$ cat src/rtl/adaptive_prefetcher.sv
module adaptive_prefetcher #(
  parameter int AW = 16,
  parameter int MAX_DEG = 8,
  parameter int WINDOW = 16,
  parameter int UP_TH = 12,
  parameter int DOWN_TH = 6,
  parameter int PROBE_HITS = 4,
  parameter logic [AW-1:0] ADDR_LIMIT = '1,
  localparam int KW = $clog2(MAX_DEG + 1),
  localparam int CW = $clog2(WINDOW + 1),
  localparam int ZW = $clog2(PROBE_HITS + 1)
) (
  input  logic          clk,
  input  logic          rst_n,
  input  logic          miss_valid,
  input  logic [AW-1:0] miss_addr,
  input  logic          hit_valid,
  input  logic [AW-1:0] hit_addr,
  input  logic          hit_pf_bit,
  input  logic          hit_zero_bit,
  input  logic          ret_valid,
  input  logic [AW-1:0] ret_addr,
  input  logic          hold_degree,
  output logic          pf_valid,
  input  logic          pf_ready,
  output logic [AW-1:0] pf_addr,
  input  logic          pf_resident,
  output logic          flag_valid,
  output logic [AW-1:0] flag_addr,
  output logic          flag_sel,
  output logic          flag_val,
  output logic [KW-1:0] degree
);
  logic [KW-1:0] k_q, k_nx, idx, last;
  logic [CW-1:0] pcnt, ucnt, pcnt_n, ucnt_n;
  logic [ZW-1:0] zcnt, zcnt_nx;
  logic [AW-1:0] base;
  logic          busy;

  wire [AW:0] cand = {1'b0, base} + (AW+1)'(idx);
  wire        over = cand > {1'b0, ADDR_LIMIT};
  wire [AW:0] mark = {1'b0, miss_addr} + (AW+1)'(1);
  wire        k_zero = (k_q == '0);
  wire        useful = hit_valid & hit_pf_bit;
  wire        zhit = hit_valid & ~hit_pf_bit & hit_zero_bit;
  wire        mark_ok = miss_valid & k_zero & (mark <= {1'b0, ADDR_LIMIT});

  assign pf_addr  = cand[AW-1:0];
  assign pf_valid = busy & ~over & ~pf_resident;
  assign degree   = k_q;

  always_comb begin
    flag_valid = 1'b1;
    flag_addr  = hit_addr;
    flag_sel   = 1'b0;
    flag_val   = 1'b0;
    if (useful) begin
      flag_sel = 1'b0;
    end else if (zhit) begin
      flag_sel = 1'b1;
    end else if (ret_valid) begin
      flag_addr = ret_addr;
      flag_val  = 1'b1;
    end else if (mark_ok) begin
      flag_addr = mark[AW-1:0];
      flag_sel  = 1'b1;
      flag_val  = 1'b1;
    end else begin
      flag_valid = 1'b0;
    end
  end

  assign ucnt_n = (useful && ucnt != CW'(WINDOW)) ? ucnt + 1'b1 : ucnt;
  assign pcnt_n = pcnt + CW'(ret_valid);
  wire win_done = (pcnt_n == CW'(WINDOW));

  always_comb begin
    k_nx    = k_q;
    zcnt_nx = zcnt;
    if (win_done && !hold_degree) begin
      if (ucnt_n >= CW'(UP_TH) && k_q != KW'(MAX_DEG)) k_nx = k_q + 1'b1;
      else if (ucnt_n < CW'(DOWN_TH) && !k_zero)       k_nx = k_q - 1'b1;
    end
    if (k_zero) begin
      if (zhit) begin
        if (zcnt + 1'b1 == ZW'(PROBE_HITS)) begin
          zcnt_nx = '0;
          if (!hold_degree) k_nx = KW'(1);
        end else begin
          zcnt_nx = zcnt + 1'b1;
        end
      end
    end else begin
      zcnt_nx = '0;
    end
  end

  always_ff @(posedge clk) begin
    if (!rst_n) begin
      k_q  <= KW'(1);
      pcnt <= '0;
      ucnt <= '0;
      zcnt <= '0;
    end else begin
      k_q  <= k_nx;
      zcnt <= zcnt_nx;
      pcnt <= win_done ? '0 : pcnt_n;
      ucnt <= win_done ? '0 : ucnt_n;
    end
  end

  always_ff @(posedge clk) begin
    if (!rst_n) begin
      busy <= 1'b0;
      base <= '0;
      idx  <= '0;
      last <= '0;
    end else if (miss_valid) begin
      base <= miss_addr;
      idx  <= KW'(1);
      last <= k_q;
      busy <= !k_zero;
    end else if (busy) begin
      if (over) begin
        busy <= 1'b0;
      end else if (pf_resident || pf_ready) begin
        if (idx == last) busy <= 1'b0;
        else idx <= idx + 1'b1;
      end
    end
  end
endmodule

$ cat config.mk
export PLATFORM = sky130hd
export DESIGN_NAME = adaptive_prefetcher
export DESIGN_NICKNAME = d
export VERILOG_FILES = /design/src/rtl/adaptive_prefetcher.sv
export SDC_FILE = /design/constraint.sdc
export NUM_CORES = 1
export LEC_CHECK = 0
export ABC_AREA = 1
export BUFFER_PORTS_ARGS = -buffer_cell sky130_fd_sc_hd__buf_2
export CAP_MARGIN = 20
export CORE_MARGIN = 5
export CORE_UTILIZATION = 36
export CTS_CLUSTER_DIAMETER = 60
export CTS_CLUSTER_SIZE = 40
export DETAILED_ROUTE_END_ITERATION = 10
export PLACE_DENSITY = 0.57
export SETUP_SLACK_MARGIN = 0.15
export SLEW_MARGIN = 10
export SYNTH_ARGS = -nofsm -noshare
export SYNTH_HDL_FRONTEND = slang
export SYNTH_SLANG_ARGS = --single-unit
$ cat constraint.sdc
create_clock -name clk -period 2.3 [get_ports clk]
set_input_delay 0.115 -clock clk [delete_from_list [all_inputs] [get_ports clk]]
set_output_delay 0.115 -clock clk [all_outputs]
set_load 0.01 [all_outputs]
# Word-level counts from Yosys, hierarchy flattened

Cells that the tools add are included.

Add/subtract/negate cells: 8
Mux-type cells: 32
Reduce and logical (&&, ||, !) cells: 15
Bitwise logic cells: 12
Magnitude comparators: 4
Eq/ne operators: 7

Operators with widths:

| cell                                                               | count |
|---|---|
| 2-to-1 mux 16 bit                                                  | 4 |
| 2-to-1 mux 4 bit                                                   | 7 |
| 2-to-1 mux 1 bit                                                   | 19 |
| adder 16 x 1 -> 17 bit (second input constant)                     | 1 |
| adder 16 x 4 -> 17 bit                                             | 1 |
| greater-than comparator 17 x 16 -> 1 bit (second input constant)   | 1 |
| <= comparator 17 x 16 -> 1 bit (second input constant)             | 1 |
| adder 4 x 1 -> 4 bit (second input constant)                       | 2 |
| AND reduction 4 bit                                                | 2 |
| bitwise AND 1 bit                                                  | 7 |
| adder 5 x 1 -> 5 bit                                               | 1 |
| adder 5 x 1 -> 5 bit (second input constant)                       | 1 |
| == test 5 bit (second input constant)                              | 1 |
| greater-or-equal comparator 5 x 4 -> 1 bit (second input constant) | 1 |
| < comparator 5 x 3 -> 1 bit (second input constant)                | 1 |
| 2-to-1 mux 5 bit                                                   | 1 |
| != test 5 bit (second input constant)                              | 1 |
| inverter 1 bit                                                     | 5 |
| == test 4 bit                                                      | 1 |
| logical AND 1 bit                                                  | 4 |
| logical NOT 4 bit                                                  | 1 |
| != test 2 bit (second input constant)                              | 2 |
| != test 4 bit (second input constant)                              | 1 |
| nonzero test 2 bit                                                 | 2 |
| 8 further kinds                                                    | 10 |

Input bits: 58
Output and inout bits: 40
Register bits: 42
Logic and storage cells: 87

# Depth between registers and ports, before layout

Gate-level depths: netlist of the first run.

Depth after elaboration: 12
Gate-level depth with buffers: 16
Gate-level depth less buffers: 15

# Least setup slack after synthesis of the first run

OpenSTA, ideal clock, no wires.

Path type: register to register
Start point: reg idx[0]
End point: reg idx[3]
Arrival: 2,174 ps
Stages on the path, launching flop included: 15
Path buffers: 0
Path slack: 8 ps
Clock period less this slack: 2,292 ps
Setup time: 118 ps
Data required time: 2,182 ps
Cells stage by stage: dfxtp_1 > ha_1 > inv_1 > fa_1 > nand3b_1 > nand2_1 > nand2_1 > nor4_1 > nand3_1 > nand2_1 > inv_1 > nand2_1 > o21ai_0 > nand2_1 > nor2_1

Word-level cells in the longest chain between the ends: 4
Elaborated cells between the ends (all ways): 7
Those cells by class: add/sub (2); order compare (1); eq/ne (1); bitwise (2); reduce/logical (1)

RTL lines:

| item                                     | line | source |
|---|---|---|
| start: declaration                       | 34   | `logic [KW-1:0] k_q, k_nx, idx, last;` |
| start signal: assignment                 | 128  | `else idx <= idx + 1'b1;` |
| adder 16 x 4 -> 17 bit                   | 40   | `wire [AW:0] cand = {1'b0, base} + (AW+1)'(idx);` |
| greater-than comparator 17 x 16 -> 1 bit | 41   | `wire over = cand > {1'b0, ADDR_LIMIT};` |
| inverter 1 bit (no line)                 | --   |  |
| AND reduction 4 bit (no line)            | --   |  |

Parallel ways exist; a longest one is shown, timed or not.
A chain may end at the register's enable or synchronous reset.

# Final worst setup path of the first run

Start point: reg idx[0]
End point: out pf_addr[10]

Word-level cells in the longest chain between the ends: 1

RTL lines:

| item                   | line | source |
|---|---|---|
| adder 16 x 4 -> 17 bit | 40   |  |
| end: declaration       | 26   | `output logic [AW-1:0] pf_addr,` |

Every way passes these cells.

==> impl_metrics.ini, run 1 <==
[run_status]
status = finished, final reports clean

[drt]
route.vias.total = 3863
drtPass1Iterations = 4
wl_um = 10100
first_iter_violations = 157
vias_per_cell = 4.82
drc = 0
antenna_left = 0
wl_per_cell_um = 12.6

[synthesis]
synthesis.area_mm2 = 0.00353
async_flop_share = 0
synthTopCellsByCount = nand2_1 (101), inv_1 (79), nand3_1 (51)
netlist_top_cells_area = dfxtp_1 (24%), nand2_1 (11%), inv_1 (8.4%)
synth.distinct_cells = 45
synth_top_area_cell = dfxtp_1
ys_ff_latch = 42
synth.avg_cell_area_um2 = 6.52
syn_nets = 616
synthCells = 541
synth.top_cell.area_share = 0.238
synth_edf_count = 0
synth_ff_type = dfxtp_1
ys_warn_count = 0
yosysMostFrequentCell = nand2_1
synth_seq_area_share = 0.238

[layout]
syn_to_final_growth_pct = 37.0
final.fill_count = 1041
nNetsFinal = 741
drive_gt1_frac = 0.351
final_area_mm2 = 0.00483

[placement]
gp_congestion = 0.858
placed_cell_area_mm2 = 0.00422
hpwl_um = 7810
io_buffers = 97

[floorplan]
core_region_area_mm2 = 0.00968
start_util = 0.364
dieHeight_um = 109
num_io_pins = 98
floorplan.die.width_um = 109
die_area_mm2 = 0.0119
row_count = 36

[pwr]
seqPwrFrac = 0.440
clock_power_share = 0.279
p_leak_nw = 2.40
internal_power_mw = 1.22
power_mw = 1.80
power_frac_comb = 0.281
p_sw_mw = 0.584
power.share.switching = 0.324
vdd.ir_drop.worst_v = 0.000218
powerDensity_mw_per_mm2 = 373

[cts]
cts_max_path_buffers = 2
cts_htree_levels = 2
clock_latency_ns = 0.30
path_clk_slew_ns = 0.08
cts.hold.buffers_added = 0
cts_tree = done
cts-buffers-inserted = 5
ctsRootBufferMaster = clkbuf_8
numClockSinks = 42

[critical_path]
startpoint_type = flop
path_max_fanout = 3
path_class = reg2out
endpoint_kind = output port
worstPathArrival_ns = 2.13
reg2regPathDepth = 15
required_ns = 2.18

[global_route]
overflow = 0
grt_pass1_vias = 3653
grt_pass1_wl_um = 16100
grt_start_max_net_pins = 37
grt_util_all_layers = 0.166
antenna_found_initial = 0

[sta]
timing.hold.ws_ns = 0.0887
min_period_over_period = 0.977
worstMarginPinSlew_ns = 0.512
rsz0062_at_grt = yes
setup_viol = 0
fmax_mhz = 445
period_minus_slack_ns = 2.25
hold_viol_final = 0
slew_headroom = 0.658
finalClockSkew_ns = 0.0162
drv_slew = 0

[job]
drv_cap = 0

[hold_path]
hold_class = in2reg
whs_path_depth = 3
critical path, stage by stage, from the launching register on:
cell and delay, ns:
dfxtp_2 0.36, ha_4 0.14, inv_2 0.03, fa_2 0.34, nand3b_1 0.19, nand2_2 0.11, nand2_4 0.07, buf_6 0.13
nor2_4 0.12, nand3_2 0.10, xnor2_2 0.15, buf_2 0.14
power groups by stage:
| stage | logic (mW) | registers, mW | clock network [mW] |
|---|---|---|---|
| 4_1_cts | 0.481 | 0.792 | 0.524 |
| 2_1_floorplan | 0.288 | 0.799 | 0 |
| 3_5_place_dp | 0.468 | 0.806 | 0 |
| 6_report | 0.507 | 0.793 | 0.503 |
| 5_1_grt | 0.570 | 0.799 | 0.559 |
| 3_3_place_gp | 0.466 | 0.805 | 0 |
routing by layer:
metal | vias to the layer above | global-route usage | share of wire
met5 | - | 0 | 0
met4 | 0 | 0.0424 | 0.014
met3 | 14 | 0.0337 | 0.039
met2 | 68 | 0.296 | 0.51
met1 | 1755 | 0.202 | 0.43
li1 | 2026 | - | -
final timing paths:
kind / from / endpoint / slack, ns
min: miss_addr[12] / base[12]$_SDFFE_PN0P_ / 0.09
max reg2reg: idx[0]$_SDFFE_PN0P_ / idx[0]$_SDFFE_PN0P_ / 0.21
min reg2reg: last[3]$_SDFFE_PN0P_ / last[3]$_SDFFE_PN0P_ / 0.49
max: idx[0]$_SDFFE_PN0P_ / pf_addr[10] / 0.05
through the flow:
stage	utilization	cells	setup slack (ns)	setup TNS [ns]
floorplan	-	541	0.157	0
global placement	0.436	768	0.133	0
detailed placement	0.436	768	0.0726	0
CTS	0.470	787	0.0740	0
global route	0.499	800	-0.0696	-0.0992
finish	0.499	801	0.0520	0
kinds of logic after synthesis:
family / synth area share
fa+ha+maj: 0.0624
flops: 0.238
buf+inv: 0.112
xor+xnor: 0.0713
compound gates: 0.142
simple gates: 0.374
cells in the final DEF, fill, tap and decap left out, drive strengths merged:
master / n
or2: 14
o21bai: 2
nor2: 44
dfxtp: 42
xor2: 15
and3: 1
nand3b: 3
o211a: 1
o21a: 2
buf: 133
a21o: 1
nor4: 2
diode: 1
nand2: 107
nand4: 23
nor3: 9
xnor2: 12
clkinv: 1
o31a: 1
nand3: 63
o21ai: 36
clkbuf: 7
fa: 1
a211oi: 2
and2: 1
ha: 16
a21boi: 1
a21oi: 42
clkinvlp: 1
inv: 81
o22ai: 1
a31oi: 2
cell type report:
class / count / area (µm²) / area share
repair buffers: 134 / 841 / 0.174
clock buffers: 6 / 82.6 / 0.0171
clock inverters: 2 / 12.5 / 0.00259
well taps: 133 / 166 / 0.0344
diodes: 1 / 2.50 / 0.000518
multi-input cells: 402 / 2560 / 0.530
flip-flops and latches: 42 / 853 / 0.177
inverters: 81 / 312 / 0.0645
flip-flops by register name (all words and copies together) (netlist names):
| name | cells |
|---|---|
| degree | 4 |
| idx | 4 |
| zcnt | 3 |
| base | 16 |
| last | 4 |
| busy | 1 |
| ucnt | 5 |
| pcnt | 5 |
timing repair:
action                     CTS  global route
cloned                       1             2
pin swaps                   24            45
setup buffers               10            11
setup endpoints to repair   32            37
resized for setup           39            40
(Power assumes the default switching activity.)
==> run 2, diff against run 1 <==
clock period = 1.9 ns   (was 2.3 ns; I/O delays follow)
==> impl_metrics.ini, run 2 (same netlist as run 1, synthesis figures left out) <==
[global_route]
grt_util_all_layers = 0.183
overflow = 0
grt_start_max_net_pins = 37
grt_pass1_wl_um = 17800
antenna_found_initial = 0
grt_pass1_vias = 4128

[critical_path]
worstPathArrival_ns = 2.14
crit_slowest_cell = dfxtp_4
reg2reg_slack_ns = -0.11
path_common_cell = buf_6
required_ns = 1.80
path_buf_inv = 4
cp_top_family = simple AND/OR/NAND/NOR gates
cp_slowest_stage_delay_ns = 0.37
path_class = reg2out
startpoint_type = flop
endpoint_kind = output port
path_max_fanout = 3
worstPathCellList = ha_4, inv_2, fa_2, nand3b_1, nand2_2, nand2_4, buf_6, nor2_4, buf_6, xor2_1, buf_2

[sta]
slew_headroom = 0.676
tns_ns = -6.75
fmax_mhz = 448
hold_viol_final = 0
layout_setup_ws_ns = -0.332
drv_slew = 0
period_minus_slack_ns = 2.23
timing.hold.ws_ns = 0.0776
rsz0062_at_grt = yes
worstMarginPinSlew_ns = 0.486
finalClockSkew_ns = 0.00683
min_period_over_period = 1.17
setup_viol = 36

[layout]
layout_commonest_cell = buf_2
drive_gt1_frac = 0.492
final_area_mm2 = 0.00574
final.fill_count = 928
syn_to_final_growth_pct = 62.6
n_antenna_cell = 0
nNetsFinal = 806
final_cell_mix = buf_2 (91), buf_4 (80), nand2_1 (74), inv_1 (67), nand3_1 (39)
regMostFlops = base
top_regs = base (16), pcnt (5), ucnt (5)
largest_reg_flops = 16

[hold_path]
hold_class = in2reg

[pwr]
vdd.ir_drop.worst_v = 0.000318
power_mw = 2.30
p_leak_nw = 2.80
powerDensity_mw_per_mm2 = 400

[floorplan]
floorplan.die.width_um = 109
core_region_area_mm2 = 0.00968
row_count = 36
num_io_pins = 98
start_util = 0.364
die_area_mm2 = 0.0119
dieHeight_um = 109

[drt]
route.vias.total = 4218
vias_per_cell = 4.88
wl_per_cell_um = 13.1
antenna_left = 0
drc = 0
drtPass1Iterations = 5
first_iter_violations = 142
wl_um = 11400

[placement]
placed_cell_area_mm2 = 0.00466
hpwl_um = 8360
io_buffers = 97
gp_congestion = 0.867
place_ws_ns = -0.271

[cts]
numClockSinks = 42
ctsRootBufferMaster = clkbuf_8
cts_htree_levels = 2
cts_tree = done
clock_latency_ns = 0.29
path_clk_slew_ns = 0.08
cts_max_path_buffers = 2
cts.hold.buffers_added = 0
cts-buffers-inserted = 5

[run_status]
status = finished with violations
violations = setup timing

[job]
drv_cap = 0
[run 2: cell count changes in the layout (fill, tap and decap cells not counted), moves of 5 or more]
cell	delta
nand3_1	-5
inv_2	+5
nand2_2	+12
o21ai_0	-7
ha_4	+6
inv_1	-5
nor2_1	-7
nand2_1	-20
buf_4	+50
ha_1	-6
nand2_4	+9
buf_6	+17
[run 2: final timing paths]
check                  startpoint                     to  cells past startpoint
max           idx[0]$_SDFFE_PN0P_             pf_addr[8]                     11
min                 miss_addr[12]  base[12]$_SDFFE_PN0P_                      3
max reg2reg   idx[0]$_SDFFE_PN0P_    idx[3]$_SDFFE_PP0P_                     14
min reg2reg  zcnt[2]$_SDFFE_PN0P_   zcnt[2]$_SDFFE_PN0P_                      2
[run 2: cell type report]
type / count / area, µm² / share of cell area
inverter: 81 / 309 / 0.0539
clock buffer: 6 / 82.6 / 0.0144
multi-input combinational: 403 / 2930 / 0.510
timing repair buffer: 198 / 1380 / 0.240
tap: 133 / 166 / 0.0290
sequential: 42 / 862 / 0.150
clock inverter: 2 / 12.5 / 0.00218
[run 2: what timing repair did]
action	CTS	global route
gates cloned	3	1
pin swaps	52	71
gates resized for setup	92	74
setup buffers	23	9
endpoints found under the setup margin	41	49
[run 2: where the power goes]
| part | internal, mW | total, mW | leakage [nW] | switching, mW |
|---|---|---|---|---|
| combinational | 0.336 | 0.728 | 2.41 | 0.392 |
| sequential | 0.920 | 0.959 | 0.349 | 0.0396 |
| clock | 0.292 | 0.610 | 0.0472 | 0.317 |
| total | 1.55 | 2.30 | 2.80 | 0.749 |
[run 2: through the flow]
step / instances / util
after floorplan: 541 / -
after global placement: 821 / 0.482
after detailed placement: 821 / 0.482
after CTS: 855 / 0.549
after global routing: 865 / 0.592
final: 865 / 0.592
[run 2: worst register-to-register path, cell delays in order, from the launching register on]
cell      delay (ns)
dfxtp_4         0.37
ha_4            0.13
inv_2           0.03
fa_2            0.32
nand3b_1        0.17
nand2_2         0.10
nand2_4         0.07
nor4_4          0.17
nand3_2         0.13
nand2_2         0.09
inv_2           0.07
nand2_4         0.08
o21ai_1         0.07
nand2_1         0.07
nor2_1          0.04
[run 2: metal layers]
layer / track usage / vias up / part of all wire
met2: 0.354 / 67 / 0.56
met1: 0.209 / 1965 / 0.40
met3: 0.0249 / 13 / 0.034
met5: 0 / - / 0
met4: 0.0451 / 0 / 0.0081
li1: - / 2173 / -
==> run 3, diff against run 2 <==
PLACE_DENSITY = default   (was 0.57)
==> impl_metrics.ini, run 3 (same netlist as run 1, synthesis figures left out) <==
[critical_path]
worstPathArrival_ns = 2.12
endpoint_kind = output port
path_common_cell = buf_4
path_class = reg2out
crit_slowest_cell = dfxtp_1
worstPathCellList = inv_1, fa_2, nand3b_1, nand2_1, nand2_2, buf_4, nor2_4, buf_4, xor2_1, buf_2
required_ns = 1.80
startpoint_type = flop
path_buf_inv = 4
cp_slowest_stage_delay_ns = 0.39
cp_top_family = buffers and inverters
path_max_fanout = 3

[cts]
ctsRootBufferMaster = clkbuf_8
numClockSinks = 42
clock_latency_ns = 0.29
path_clk_slew_ns = 0.08
cts_tree = done
cts_max_path_buffers = 2
cts_htree_levels = 2
cts-buffers-inserted = 5

[global_route]
antenna_found_initial = 0
overflow = 0
grt_util_all_layers = 0.183
grt_start_max_net_pins = 37
grt_pass1_wl_um = 17800
grt_pass1_vias = 4106

[layout]
final_cell_mix = buf_2 (90), nand2_1 (85), buf_4 (73), inv_1 (65), a21oi_1 (38)
syn_to_final_growth_pct = 61.1
regMostFlops = base
regArea_um2 = 861
multi_input_area_mm2 = 0.00291
nNetsFinal = 795
final_util = 0.587
drive_gt1_frac = 0.483
layout_commonest_cell = buf_2
n_antenna_cell = 0
top_regs = base (16), pcnt (5), ucnt (5)
final.fill_count = 868
largest_reg_flops = 16

[drt]
first_iter_violations = 128
drtPass1Iterations = 4
wl_per_cell_um = 13.3
drc = 0
antenna_left = 0
vias_per_cell = 4.90
route.vias.total = 4185
wl_um = 11400

[sta]
worstMarginPinSlew_ns = 0.528
hold_viol_final = 0
rsz0062_at_grt = yes
setup_viol = 35
slew_headroom = 0.648
finalClockSkew_ns = 0.0138
drv_slew = 0
layout_setup_ws_ns = -0.315
min_period_over_period = 1.17
fmax_mhz = 451
period_minus_slack_ns = 2.22
timing.hold.ws_ns = 0.0844

[floorplan]
dieHeight_um = 109
row_count = 36
floorplan.die.width_um = 109
die_area_mm2 = 0.0119
num_io_pins = 98
core_region_area_mm2 = 0.00968
start_util = 0.364

[placement]
hpwl_um = 8140
place_ws_ns = -0.276
gp_congestion = 0.820
io_buffers = 97

[pwr]
power_frac_comb = 0.327
internal_power_mw = 1.52
p_sw_mw = 0.761
clock_power_share = 0.250
powerDensity_mw_per_mm2 = 401
power.share.switching = 0.334
power_mw = 2.28
seqPwrFrac = 0.423
p_leak_nw = 2.77
vdd.ir_drop.worst_v = 0.000240

[run_status]
status = finished with violations
violations = setup timing

[hold_path]
hold_class = in2reg

[job]
drv_cap = 0
[run 3: cell types whose count changed in the layout (fill, tap and decap cells not counted), moves of 3 or more]
cell	previous run	this run
buf_4	80	73
o21ai_4	4	0
buf_6	25	16
o21ai_2	5	8
nand3_1	39	25
nand2_2	21	12
nand2_4	11	7
nand3_2	20	33
nand2_1	74	85
buf_12	0	3
[run 3: power by group through the flow]
stage | registers (mW) | logic (mW) | clock network [mW]
CTS | 0.961 | 0.673 | 0.592
global placement | 0.974 | 0.611 | 0
global route | 0.970 | 0.821 | 0.639
finish | 0.964 | 0.744 | 0.569
detailed placement | 0.976 | 0.622 | 0
floorplan | 0.969 | 0.354 | 0
[run 3: layer usage]
metal | track usage | wire length [µm]
met4 | 0.0541 | 218
met3 | 0.0261 | 395
met5 | 0 | 0
met1 | 0.210 | 4550
met2 | 0.346 | 6190
[run 3: repair_timing]
item	in CTS	in global routing
gates resized for setup	90	73
setup endpoints to repair	41	49
cloned	4	0
hold buffers	0	0
setup buffers	21	7
pin swaps	54	48
[run 3: final timing paths]
check	cells after the start	slack (ns)	startpoint	to
max	10	-0.32	base[1]$_SDFFE_PN0P_	pf_addr[8]
min	3	0.08	miss_addr[12]	base[12]$_SDFFE_PN0P_
max reg2reg	14	-0.17	base[1]$_SDFFE_PN0P_	idx[0]$_SDFFE_PN0P_
min reg2reg	2	0.49	zcnt[2]$_SDFFE_PN0P_	zcnt[2]$_SDFFE_PN0P_
[run 3: layout make-up]
cell class,instances,share of cell area
inverters,81,0.0557
flip-flops and latches,42,0.151
multi-input cells,403,0.513
repair buffers,187,0.236
clock inverters,2,0.00242
clock buffers,6,0.0128
well taps,133,0.0293
[run 3: through the flow]
stage          cell area, µm²  TNS (ns)  cells
6_report                 5680     -6.64    854
5_1_grt                  5680    -11.33    854
4_1_cts                  5340     -7.47    847
3_5_place_dp             4610     -4.02    814
3_3_place_gp             4610     -2.82    814
2_1_floorplan            3600    -0.742    541
[run 3: worst reg2reg max path: cells and delay by family, from the launching register on]
kind	cells	cell delay, ns
adder cells (fa/ha/maj)	1	0.36
flip-flops	1	0.39
buffers and inverters	4	0.30
AND/OR/NAND/NOR	9	0.94
